<file path="src/rtl/spc_pkg.sv">
`timescale 1ns/1ps
package spc_pkg;
  typedef enum logic [1:0] {
    REQ_NONE,
    REQ_HIT,
    REQ_MISS
  } req_kind_e;
endpackage

</file>
<file path="src/rtl/spc_buf.sv">
`timescale 1ns/1ps
module spc_buf #(
  parameter int DW    = 16,
  parameter int DEPTH = 32
) (
  input  logic                     clk_i,
  input  logic                     rst_ni,
  input  logic                     clr_i,
  input  logic                     push_i,
  input  logic [DW-1:0]            push_data_i,
  input  logic                     pop_i,
  output logic [DW-1:0]            head_o,
  output logic [$clog2(DEPTH):0]   cnt_o
);
  localparam int PW = $clog2(DEPTH);
  localparam int CW = PW + 1;

  logic [DW-1:0] mem_q [DEPTH];
  logic [PW-1:0] wr_q, rd_q;
  logic [CW-1:0] cnt_q;

  always_ff @(posedge clk_i) begin
    if (push_i && !clr_i) mem_q[wr_q] <= push_data_i;
  end

  always_ff @(posedge clk_i or negedge rst_ni) begin
    if (!rst_ni) begin
      wr_q  <= '0;
      rd_q  <= '0;
      cnt_q <= '0;
    end else if (clr_i) begin
      wr_q  <= '0;
      rd_q  <= '0;
      cnt_q <= '0;
    end else begin
      if (push_i) wr_q <= wr_q + PW'(1);
      if (pop_i)  rd_q <= rd_q + PW'(1);
      cnt_q <= cnt_q + CW'(push_i) - CW'(pop_i);
    end
  end

  assign head_o = mem_q[rd_q];
  assign cnt_o  = cnt_q;
endmodule

</file>
<file path="src/rtl/spc_idle_tmr.sv">
`timescale 1ns/1ps
module spc_idle_tmr #(
  parameter int IDLE_CYC = 64
) (
  input  logic clk_i,
  input  logic rst_ni,
  input  logic load_i,
  input  logic run_i,
  output logic expire_o
);
  localparam int TW = $clog2(IDLE_CYC + 1);

  logic [TW-1:0] tmr_q;

  always_ff @(posedge clk_i or negedge rst_ni) begin
    if (!rst_ni)                        tmr_q <= '0;
    else if (load_i)                    tmr_q <= TW'(IDLE_CYC);
    else if (run_i && tmr_q != '0)      tmr_q <= tmr_q - TW'(1);
  end

  assign expire_o = run_i && (tmr_q == TW'(1));
endmodule

</file>
<file path="src/rtl/sec_prefetch_cache.sv">
`timescale 1ns/1ps
module sec_prefetch_cache #(
  parameter int AW       = 16,
  parameter int DW       = 16,
  parameter int DEPTH    = 32,
  parameter int LW       = 3,
  parameter int LENW     = 6,
  parameter int IDLE_CYC = 64
) (
  input  logic            clk_i,
  input  logic            rst_ni,
  input  logic            en_lo_i,
  input  logic            en_hi_i,
  input  logic            pci_mode_i,
  input  logic [LW-1:0]   limit_i,
  input  logic            req_start_i,
  input  logic [AW-1:0]   req_addr_i,
  input  logic [LENW-1:0] req_len_i,
  output logic            req_done_o,
  output logic            fetch_en_o,
  output logic [AW-1:0]   fetch_addr_o,
  input  logic            fill_valid_i,
  input  logic [DW-1:0]   fill_data_i,
  output logic            ret_valid_o,
  output logic [DW-1:0]   ret_data_o
);
  import spc_pkg::*;

  localparam int PW   = $clog2(DEPTH);
  localparam int CW   = PW + 1;
  localparam int STEP = DEPTH >> LW;

  logic            feat, start, pop, last, fill, clr, expire, tmr_run;
  logic            valid_q, act_q;
  logic [LENW-1:0] rem_q;
  logic [AW-1:0]   head_q, fadr_q;
  logic [CW-1:0]   cnt, lim_w;
  req_kind_e       kind;

  always_comb begin
    feat  = en_lo_i & en_hi_i & pci_mode_i;
    lim_w = CW'(limit_i) * CW'(STEP) + CW'(STEP);
    start = req_start_i & ~act_q;
    kind  = REQ_NONE;
    if (start) kind = (valid_q && feat && req_addr_i == head_q) ? REQ_HIT : REQ_MISS;
    pop        = act_q && cnt != '0;
    last       = pop && rem_q == LENW'(1);
    fetch_en_o = valid_q && (act_q || feat) && cnt < lim_w;
    fill       = fetch_en_o && fill_valid_i;
    tmr_run    = valid_q && !act_q && feat;
    // miss, non-cached completion, or idle drop (mode off / window over)
    clr = (kind == REQ_MISS) || (last && !feat) ||
          (!act_q && !start && valid_q && (!feat || expire));
  end

  always_ff @(posedge clk_i or negedge rst_ni) begin
    if (!rst_ni) begin
      valid_q <= 1'b0;
      act_q   <= 1'b0;
      rem_q   <= '0;
      head_q  <= '0;
      fadr_q  <= '0;
    end else if (kind == REQ_MISS) begin
      valid_q <= 1'b1;
      act_q   <= 1'b1;
      rem_q   <= req_len_i;
      head_q  <= req_addr_i;
      fadr_q  <= req_addr_i;
    end else begin
      if (kind == REQ_HIT) begin
        act_q <= 1'b1;
        rem_q <= req_len_i;
      end
      if (clr) valid_q <= 1'b0;
      if (pop) begin
        head_q <= head_q + AW'(1);
        rem_q  <= rem_q - LENW'(1);
        if (last) act_q <= 1'b0;
      end
      if (fill && !clr) fadr_q <= fadr_q + AW'(1);
    end
  end

  spc_buf #(.DW(DW), .DEPTH(DEPTH)) i_buf (
    .clk_i       (clk_i),
    .rst_ni      (rst_ni),
    .clr_i       (clr),
    .push_i      (fill),
    .push_data_i (fill_data_i),
    .pop_i       (pop),
    .head_o      (ret_data_o),
    .cnt_o       (cnt)
  );

  spc_idle_tmr #(.IDLE_CYC(IDLE_CYC)) i_tmr (
    .clk_i    (clk_i),
    .rst_ni   (rst_ni),
    .load_i   (pop),
    .run_i    (tmr_run),
    .expire_o (expire)
  );

  assign ret_valid_o  = pop;
  assign req_done_o   = last;
  assign fetch_addr_o = fadr_q;
endmodule

</file>
<file path="config.mk">
export PLATFORM = sky130hd
export DESIGN_NAME = sec_prefetch_cache
export DESIGN_NICKNAME = d
export VERILOG_FILES = /design/src/rtl/spc_pkg.sv /design/src/rtl/spc_buf.sv /design/src/rtl/spc_idle_tmr.sv /design/src/rtl/sec_prefetch_cache.sv
export SDC_FILE = /design/constraint.sdc
export NUM_CORES = 1
export LEC_CHECK = 0
export ABC_AREA = 1
export BUFFER_PORTS_ARGS = -buffer_cell sky130_fd_sc_hd__buf_4
export CAP_MARGIN = 20
export CORE_MARGIN = 2
export CORE_UTILIZATION = 45
export CTS_BUF_LIST = sky130_fd_sc_hd__clkbuf_2
export DETAILED_ROUTE_END_ITERATION = 10
export PLACE_DENSITY_LB_ADDON = 0.05
export SETUP_SLACK_MARGIN = 0.15
export SLEW_MARGIN = 10
export SYNTH_ARGS = -nofsm -noshare
export SYNTH_HDL_FRONTEND = slang
export SYNTH_SLANG_ARGS = --single-unit
</file>
<file path="constraint.sdc">
create_clock -name clk_i -period 2.35 [get_ports clk_i]
set_input_delay 0.47 -clock clk_i [delete_from_list [all_inputs] [get_ports clk_i]]
set_output_delay 0.47 -clock clk_i [all_outputs]
set_load 0.01 [all_outputs]
</file>
==> results of run 1 <==
-- cell type report --
class	instances	area share, %
multi-input cells	1350	23.3
inverters	95	1.17
repair buffers	433	15.8
clock buffers	213	3.32
well taps	696	2.71
clock inverters	44	0.872
flip-flops and latches	575	52.8
diodes	1	0.00779
repair inverters	1	0.0195
-- power by group --
| group | switching [mW] | total (mW) | internal [mW] |
|---|---|---|---|
| registers | 0.555 | 12.3 | 11.8 |
| logic | 10.2 | 17.9 | 7.75 |
| clock network | 4.04 | 6.91 | 2.86 |
-- logic make-up after synthesis --
logic type / count (synthesis)
AO/OA/AOI/OAI: 474
XOR/XNOR: 24
adder cells (fa/ha/maj): 24
buffers and inverters: 212
flip-flops: 575
AND/OR/NAND/NOR: 828
-- timing repair --
action | CTS | global route
hold buffers | 85 | 0
cloned | 14 | 3
endpoints found under the setup margin | 275 | 596
resized for setup | 214 | 120
hold endpoints to repair | 631 | 0
buffers inserted | 53 | 23
pin swaps | 49 | 61
-- metrics by stage --
step / TNS, ns / setup slack, ns / util (%) / instances
after floorplan: -150.38 / -0.320 / - / 2137
after global placement: -203.74 / -0.474 / 51.7 / 2973
after detailed placement: -196.46 / -0.440 / 51.7 / 2973
after CTS: -258.44 / -1.65 / 58.7 / 3382
after global routing: -282.92 / -1.66 / 59.8 / 3408
final: -206.45 / -1.41 / 59.8 / 3408
-- per-layer routing --
layer	vias to the layer above	share of wire, %
li1	8665	-
met1	9032	41
met2	628	50
met3	116	6.0
met4	0	2.9
met5	-	0
-- flip-flops by register name, indices dropped and copies added (netlist names) --
name / count
i_buf.rd_q: 5
i_buf.cnt_o: 6
act_q: 1
head_q: 16
i_buf.mem_q: 512
i_buf.wr_q: 5
rem_q: 6
valid_q: 1
i_tmr.tmr_q: 7
fetch_addr_o: 16
-- worst paths after layout --
check,startpoint,end
min reg2reg,i_tmr.tmr_q[3]$_DFFE_PN0P_,i_tmr.tmr_q[3]$_DFFE_PN0P_
max,i_buf.rd_q[0]$_DFFE_PN0P_,ret_data_o[6]
min in group asynchronous,rst_ni,fetch_addr_o[10]$_DFFE_PN0P_
max reg2reg,i_buf.cnt_o[3]$_DFF_PN0_,i_buf.mem_q[11][4]$_DFFE_PP_
max in group asynchronous,rst_ni,i_buf.rd_q[1]$_DFFE_PN0P_
min,limit_i[1],i_buf.wr_q[4]$_DFFE_PN0P_
-- worst min-delay path, delay by kind of cell --
| kind | cells | cell delay, ns |
|---|---|---|
| and+or+nand+nor | 4 | 0.31 |
| AOI/OAI and AO/OA | 1 | 0.05 |
| adders and majority gates | 1 | 0.16 |
| buffers and inverters | 4 | 0.40 |
-- layout by cell type, fill, tap and decap left out, types with 9 or more instances in the layout --
cell type | netlist | layout
sky130_fd_sc_hd__edfxtp_1 | 512 | 512
sky130_fd_sc_hd__nor2_1 | 427 | 346
sky130_fd_sc_hd__nand2_1 | 245 | 240
sky130_fd_sc_hd__o21ai_0 | 287 | 234
sky130_fd_sc_hd__clkbuf_2 | 0 | 213
sky130_fd_sc_hd__buf_4 | 14 | 183
sky130_fd_sc_hd__nand3_1 | 114 | 89
sky130_fd_sc_hd__dlygate4sd3_1 | 0 | 83
sky130_fd_sc_hd__inv_1 | 86 | 76
sky130_fd_sc_hd__buf_12 | 0 | 74
sky130_fd_sc_hd__buf_6 | 1 | 68
sky130_fd_sc_hd__o22ai_1 | 77 | 66
sky130_fd_sc_hd__o21ai_1 | 12 | 59
sky130_fd_sc_hd__dfrtp_1 | 63 | 52
sky130_fd_sc_hd__nor2_4 | 0 | 51
sky130_fd_sc_hd__o211ai_1 | 42 | 42
sky130_fd_sc_hd__nor2_2 | 3 | 33
sky130_fd_sc_hd__clkinv_1 | 0 | 30
sky130_fd_sc_hd__nand3_2 | 2 | 23
sky130_fd_sc_hd__a22oi_1 | 33 | 20
sky130_fd_sc_hd__inv_2 | 9 | 19
sky130_fd_sc_hd__nand4_1 | 18 | 18
sky130_fd_sc_hd__xor2_1 | 16 | 16
sky130_fd_sc_hd__ha_1 | 23 | 16
sky130_fd_sc_hd__buf_16 | 0 | 14
sky130_fd_sc_hd__a21oi_1 | 18 | 13
sky130_fd_sc_hd__a22oi_2 | 0 | 13
sky130_fd_sc_hd__o22ai_2 | 0 | 11
sky130_fd_sc_hd__dfrtp_2 | 0 | 9
==> flow_metrics.py, run 1 <==
metrics = {
    "run_status": {
        "status": "complete, but fails checks",
        "violations": "negative setup slack",
    },
    "sta": {
        "number_of_hold_slack_violations_in_the_final_timing_report": 0,
        "setup_viol": 557,
        "finalWorstPathRequiredPeriod_ns": 3.76,
        "setup_repair_after_global_routing_missed_its_margin": "yes",
        "fmax_ghz": 0.266,
        "finalCritPeriodShare_pct": 160,
        "layout_setup_ws_ns": -1.41,
        "worst_clock_skew_ns": 0.102,
        "whs_ns": 0.142,
        "slew-limit-headroom_pct": 39.9,
        "tightest_slew_ns": 0.902,
        "final_max_slew_viol_count": 0,
    },
    "critical_path": {
        "timing.reg2reg.setup_slack_ns": -0.56,
        "timing.setup.critical_path_class": "reg2out",
        "worstSetupStartpointType": "register",
        "cp_cell_sequence": "buf_12 -> nand2_4 -> inv_2 -> buf_12 -> buf_6 -> a22oi_2 -> o21ai_1 -> nand2_1 -> nand3_2 -> nor2_4 -> a21oi_2 -> buf_4",
        "worstPathBufferInverterCount": 5,
        "worstSetupEndpointType": "primary output",
        "critPathSlowestCell": "sky130_fd_sc_hd__dfrtp_4",
        "r2r_cells": 20,
        "timing.critical_path.arrival_ns": 3.29,
        "crit_path_max_incr_delay_ns": 0.60,
        "timing.critical_path.max_delay_family": "buffers and inverters",
        "path_common_cell": "sky130_fd_sc_hd__buf_12",
        "worst-path-max-fanout": 20,
        "required_ns": 1.88,
        "worstSetupPathDepth": 12,
    },
    "synth": {
        "syn_avg_cell_area_sq_um": 11.4,
        "combinational_family_with_the_most_area_after_synthesis": "simple AND/OR/NAND/NOR gates",
        "synth-async-reset-ratio_pct": 11.0,
        "ys_seq_area_share_pct": 69.4,
        "netlist_area_sq_um": 24400,
        "muxShareOfSynthArea_pct": 0,
        "synth-warning-count": 0,
        "yosys_register_bits": 575,
        "synth.net_count": 2209,
        "ys_types": 36,
        "synth-adder-area-share_pct": 1.26,
        "yosysTopAreaCell": "sky130_fd_sc_hd__edfxtp_1",
        "post_synth_most_frequent_cells": "sky130_fd_sc_hd__edfxtp_1 (512), sky130_fd_sc_hd__nor2_1 (427), sky130_fd_sc_hd__o21ai_0 (287), sky130_fd_sc_hd__nand2_1 (245), sky130_fd_sc_hd__nand3_1 (114)",
        "yosys.area_share.xor_xnor_pct": 0.860,
        "synth_simple_gate_area_share_pct": 13.9,
        "synth_most_common_cell": "sky130_fd_sc_hd__edfxtp_1",
        "netlist_top_cells_area": "sky130_fd_sc_hd__edfxtp_1 (63%), sky130_fd_sc_hd__nor2_1 (6.6%), sky130_fd_sc_hd__dfrtp_1 (6.5%)",
        "post_synth_edffs": 512,
        "post_synth_inst_count": 2137,
        "synth_compound_area_share_pct": 10.9,
        "yosys.area.top_type_share_pct": 62.9,
        "dominantRegCellSynth": "sky130_fd_sc_hd__edfxtp_1",
    },
    "global_routing": {
        "global_route.usage.met2_pct": 43.2,
        "highest_utilization_routing_layer_at_the_global_route_stage": "met2",
        "grt_antenna_before_repair": 1,
        "pin_count_of_the_biggest_net_entering_global_routing": 57,
        "grt_util_all_layers_pct": 25.7,
        "via_count_of_the_first_global_routing_pass": 18400,
        "grt-ovfl-total": 0,
        "grt_first_pass_wirelength_um": 107000,
        "grt_use_met3_pct": 5.42,
        "groute.layer.met1.usage_pct": 32.7,
    },
    "clock_tree": {
        "cts.path.max_buffers": 3,
        "clock_sink_count": 575,
        "clock_latency_ns": 1.34,
        "cts_tree": "yes",
        "cts_made_buffers": 152,
        "cts.root.buffer_cell": "sky130_fd_sc_hd__clkbuf_2",
        "cts.htree.levels": 4,
        "cts.clk_slew.worst_paths_ns": 0.10,
    },
    "final_layout": {
        "nets": 2680,
        "syn2layout_area_growth_pct": 31.5,
        "register_cell_area_after_layout_sq_um": 17000,
        "multi_input_comb_area_sq_um": 7490,
        "drive_gt1_share_pct": 28.7,
        "fillers": 4395,
        "post-route-cell-area_sq_um": 32100,
    },
    "place": {
        "gpl.final_weighted_congestion": 0.894,
        "placedInstanceArea_sq_um": 27800,
        "dp_hpwl_um": 42300,
        "io_buffers": 82,
    },
    "worst_hold_path": {
        "worst_hold_path.num_cells": 10,
        "hold_class": "in2reg",
    },
    "route": {
        "vias_after_detailed_routing": 18400,
        "drc": 0,
        "post_drt_via_cell_ratio": 5.41,
        "detail-route-antenna-nets": 0,
        "drt-wirelength-per-cell_um": 21.1,
        "dr.pass1.iters": 5,
        "detailedRoute.firstIterationViolations": 1297,
        "routed_wl_um": 71800,
    },
    "floorplanning": {
        "ios": 83,
        "design.die.area_sq_um": 56200,
        "die_y_um": 237,
        "core_area_sq_um": 53700,
        "effective_utilization_at_floorplan_pct": 45.5,
        "die_x_um": 237,
        "num_rows": 85,
    },
    "power_and_ir_drop": {
        "ir_worst_vdd_v": 0.000730,
        "totalPowerFinal_mw": 37.1,
        "cellPowerDensity_nw_per_um2": 1160,
        "p_leak_nw": 12.1,
    },
    "flow_run": {
        "drv.max_cap_violation_count": 0,
    },
}
Note: power is estimated with default switching activity, not from simulation.
==> run 2, diff against run 1 <==
- CORE_MARGIN: 2 -> 5
==> flow_metrics.py, run 2 (synthesis gave the netlist of run 1 again) <==
metrics = {
    "sta": {
        "totalNegativeSetupSlack_ns": -83.30,
        "finalCritPeriodShare_pct": 161,
        "finalWorstPathRequiredPeriod_ns": 3.78,
        "fmax_ghz": 0.265,
        "setup_repair_after_global_routing_missed_its_margin": "yes",
        "setup_viol": 534,
        "worst_clock_skew_ns": 0.0786,
        "tightest_slew_ns": 0.847,
        "layout_setup_ws_ns": -1.43,
        "number_of_hold_slack_violations_in_the_final_timing_report": 0,
        "final_max_slew_viol_count": 0,
        "whs_ns": 0.171,
        "slew-limit-headroom_pct": 43.5,
    },
    "final_layout": {
        "layout_commonest_cell": "sky130_fd_sc_hd__edfxtp_1",
        "fillers": 4513,
        "regMostFlops": "i_buf.mem_q",
        "syn2layout_area_growth_pct": 31.2,
        "leading_cell_types_in_the_layout_fill_and_taps_excluded": "sky130_fd_sc_hd__edfxtp_1 (512), sky130_fd_sc_hd__nor2_1 (334), sky130_fd_sc_hd__nand2_1 (239)",
        "nets": 2643,
        "post-route-util_pct": 59.6,
        "finished_layout_cells": 3372,
        "largest_reg_flops": 512,
        "drive_gt1_share_pct": 29.2,
    },
    "route": {
        "post_drt_via_cell_ratio": 5.46,
        "routed_wl_um": 74700,
        "drt-wirelength-per-cell_um": 22.1,
        "detailedRoute.firstIterationViolations": 1316,
        "dr.pass1.iters": 5,
        "vias_after_detailed_routing": 18400,
        "detail-route-antenna-nets": 0,
        "drc": 0,
    },
    "clock_tree": {
        "cts.path.max_buffers": 3,
        "cts.clk_slew.worst_paths_ns": 0.10,
        "cts_made_buffers": 149,
        "cts_tree": "yes",
        "cts.htree.levels": 4,
        "cts.root.buffer_cell": "sky130_fd_sc_hd__clkbuf_2",
        "clock_latency_ns": 1.28,
        "clock_sink_count": 575,
    },
    "critical_path": {
        "timing.setup.critical_path_class": "reg2out",
        "worstSetupEndpointType": "primary output",
        "worstSetupStartpointType": "register",
        "timing.reg2reg.setup_slack_ns": -0.25,
        "worst-path-max-fanout": 7,
        "timing.critical_path.arrival_ns": 3.31,
        "required_ns": 1.88,
    },
    "flow_run": {
        "drv.max_cap_violation_count": 0,
    },
    "global_routing": {
        "via_count_of_the_first_global_routing_pass": 18500,
        "grt_util_all_layers_pct": 25.0,
        "grt_antenna_before_repair": 2,
        "grt_first_pass_wirelength_um": 111000,
        "grt-ovfl-total": 0,
        "pin_count_of_the_biggest_net_entering_global_routing": 42,
    },
    "power_and_ir_drop": {
        "cellPowerDensity_nw_per_um2": 1180,
        "p_leak_nw": 12.0,
        "totalPowerFinal_mw": 37.9,
        "ir_worst_vdd_v": 0.000737,
    },
    "floorplanning": {
        "core_area_sq_um": 53800,
        "num_rows": 85,
        "effective_utilization_at_floorplan_pct": 45.4,
        "design.die.area_sq_um": 59100,
        "ios": 83,
        "die_y_um": 243,
        "die_x_um": 243,
    },
    "worst_hold_path": {
        "hold_class": "in2reg",
    },
    "run_status": {
        "violations": "negative setup slack",
        "status": "complete, but fails checks",
    },
    "place": {
        "gpl.final_weighted_congestion": 0.859,
        "dp_hpwl_um": 42900,
        "io_buffers": 82,
        "dpl.cell_count": 2959,
    },
}
==> run 2: cell types whose count changed in the layout (fill, tap and decap cells not counted), sizes merged <==
cell / previous run / this run
buf: 344 / 311
clkinvlp: 1 / 0
bufbuf: 2 / 4
dlygate4sd3: 83 / 81
inv: 100 / 99
clkbuf: 217 / 210
clkinv: 35 / 41
==> run 2: layer usage <==
metal	vias up	track usage (%)	routed length, um
met5	-	0	0
met2	696	41.6	36500
met1	8933	31.5	30500
met3	168	6.24	4840
li1	8620	-	-
met4	0	10.4	2850
==> run 2: final timing paths <==
| check | startpoint | endpoint | cells after the start |
|---|---|---|---|
| worst min-delay path | limit_i[1] | i_buf.wr_q[2]$_DFFE_PN0P_ | 10 |
| worst max register to register | i_buf.cnt_o[3]$_DFF_PN0_ | i_buf.cnt_o[4]$_DFF_PN0_ | 17 |
| worst max-delay path | i_buf.rd_q[0]$_DFFE_PN0P_ | ret_data_o[0] | 12 |
| min in group asynchronous | rst_ni | head_q[10]$_DFFE_PN0P_ | 4 |
| max in group asynchronous | rst_ni | fetch_addr_o[2]$_DFFE_PN0P_ | 5 |
| worst min register to register | i_tmr.tmr_q[3]$_DFFE_PN0P_ | i_tmr.tmr_q[3]$_DFFE_PN0P_ | 1 |
==> run 2: through the flow <==
step / instance area [sq um] / worst slack (ns)
floorplan: 24700 / -0.320
finish: 32100 / -1.43
detailed placement: 27800 / -0.446
global placement: 27800 / -0.451
global route: 32100 / -1.65
CTS: 31500 / -1.62
==> run 2: power breakdown <==
part	switching, mW	internal (mW)	leakage, nW
Combinational	10.7	8.10	5.57
Sequential	0.525	11.8	5.37
Clock	4.08	2.82	1.02
==> run 2: layout make-up <==
class	count	area (sq um)	share of cell area, %
well taps	696	871	2.72
diodes	1	2.50	0.00780
repair buffers	399	4870	15.2
inverters	95	388	1.21
clock inverters	48	300	0.936
clock buffers	207	1040	3.23
repair inverters	1	30.0	0.0936
flip-flops and latches	575	17000	52.9
multi-input cells	1350	7600	23.7
==> run 2: worst max-delay path, stage by stage, from the launching register on <==
cell and delay (ns):
sky130_fd_sc_hd__dfrtp_4 0.52, sky130_fd_sc_hd__buf_12 0.17, sky130_fd_sc_hd__clkinv_16 0.08, sky130_fd_sc_hd__buf_16 0.15, sky130_fd_sc_hd__buf_12 0.14, sky130_fd_sc_hd__buf_8 0.13
sky130_fd_sc_hd__nor2_1 0.05, sky130_fd_sc_hd__o22ai_1 0.18, sky130_fd_sc_hd__o21ai_1 0.10, sky130_fd_sc_hd__nor2_1 0.17, sky130_fd_sc_hd__nor2_1 0.06, sky130_fd_sc_hd__nor2_1 0.10
sky130_fd_sc_hd__buf_4 0.13
==> run 2: repair_timing <==
item                                    4_1_cts  5_1_grt
resized for setup                           236      159
endpoints found under the setup margin      549      581
hold endpoints to repair                    635        0
gates cloned                                 17        2
buffers inserted                             41       15
hold buffers                                 82        0
pin swaps                                    76       69
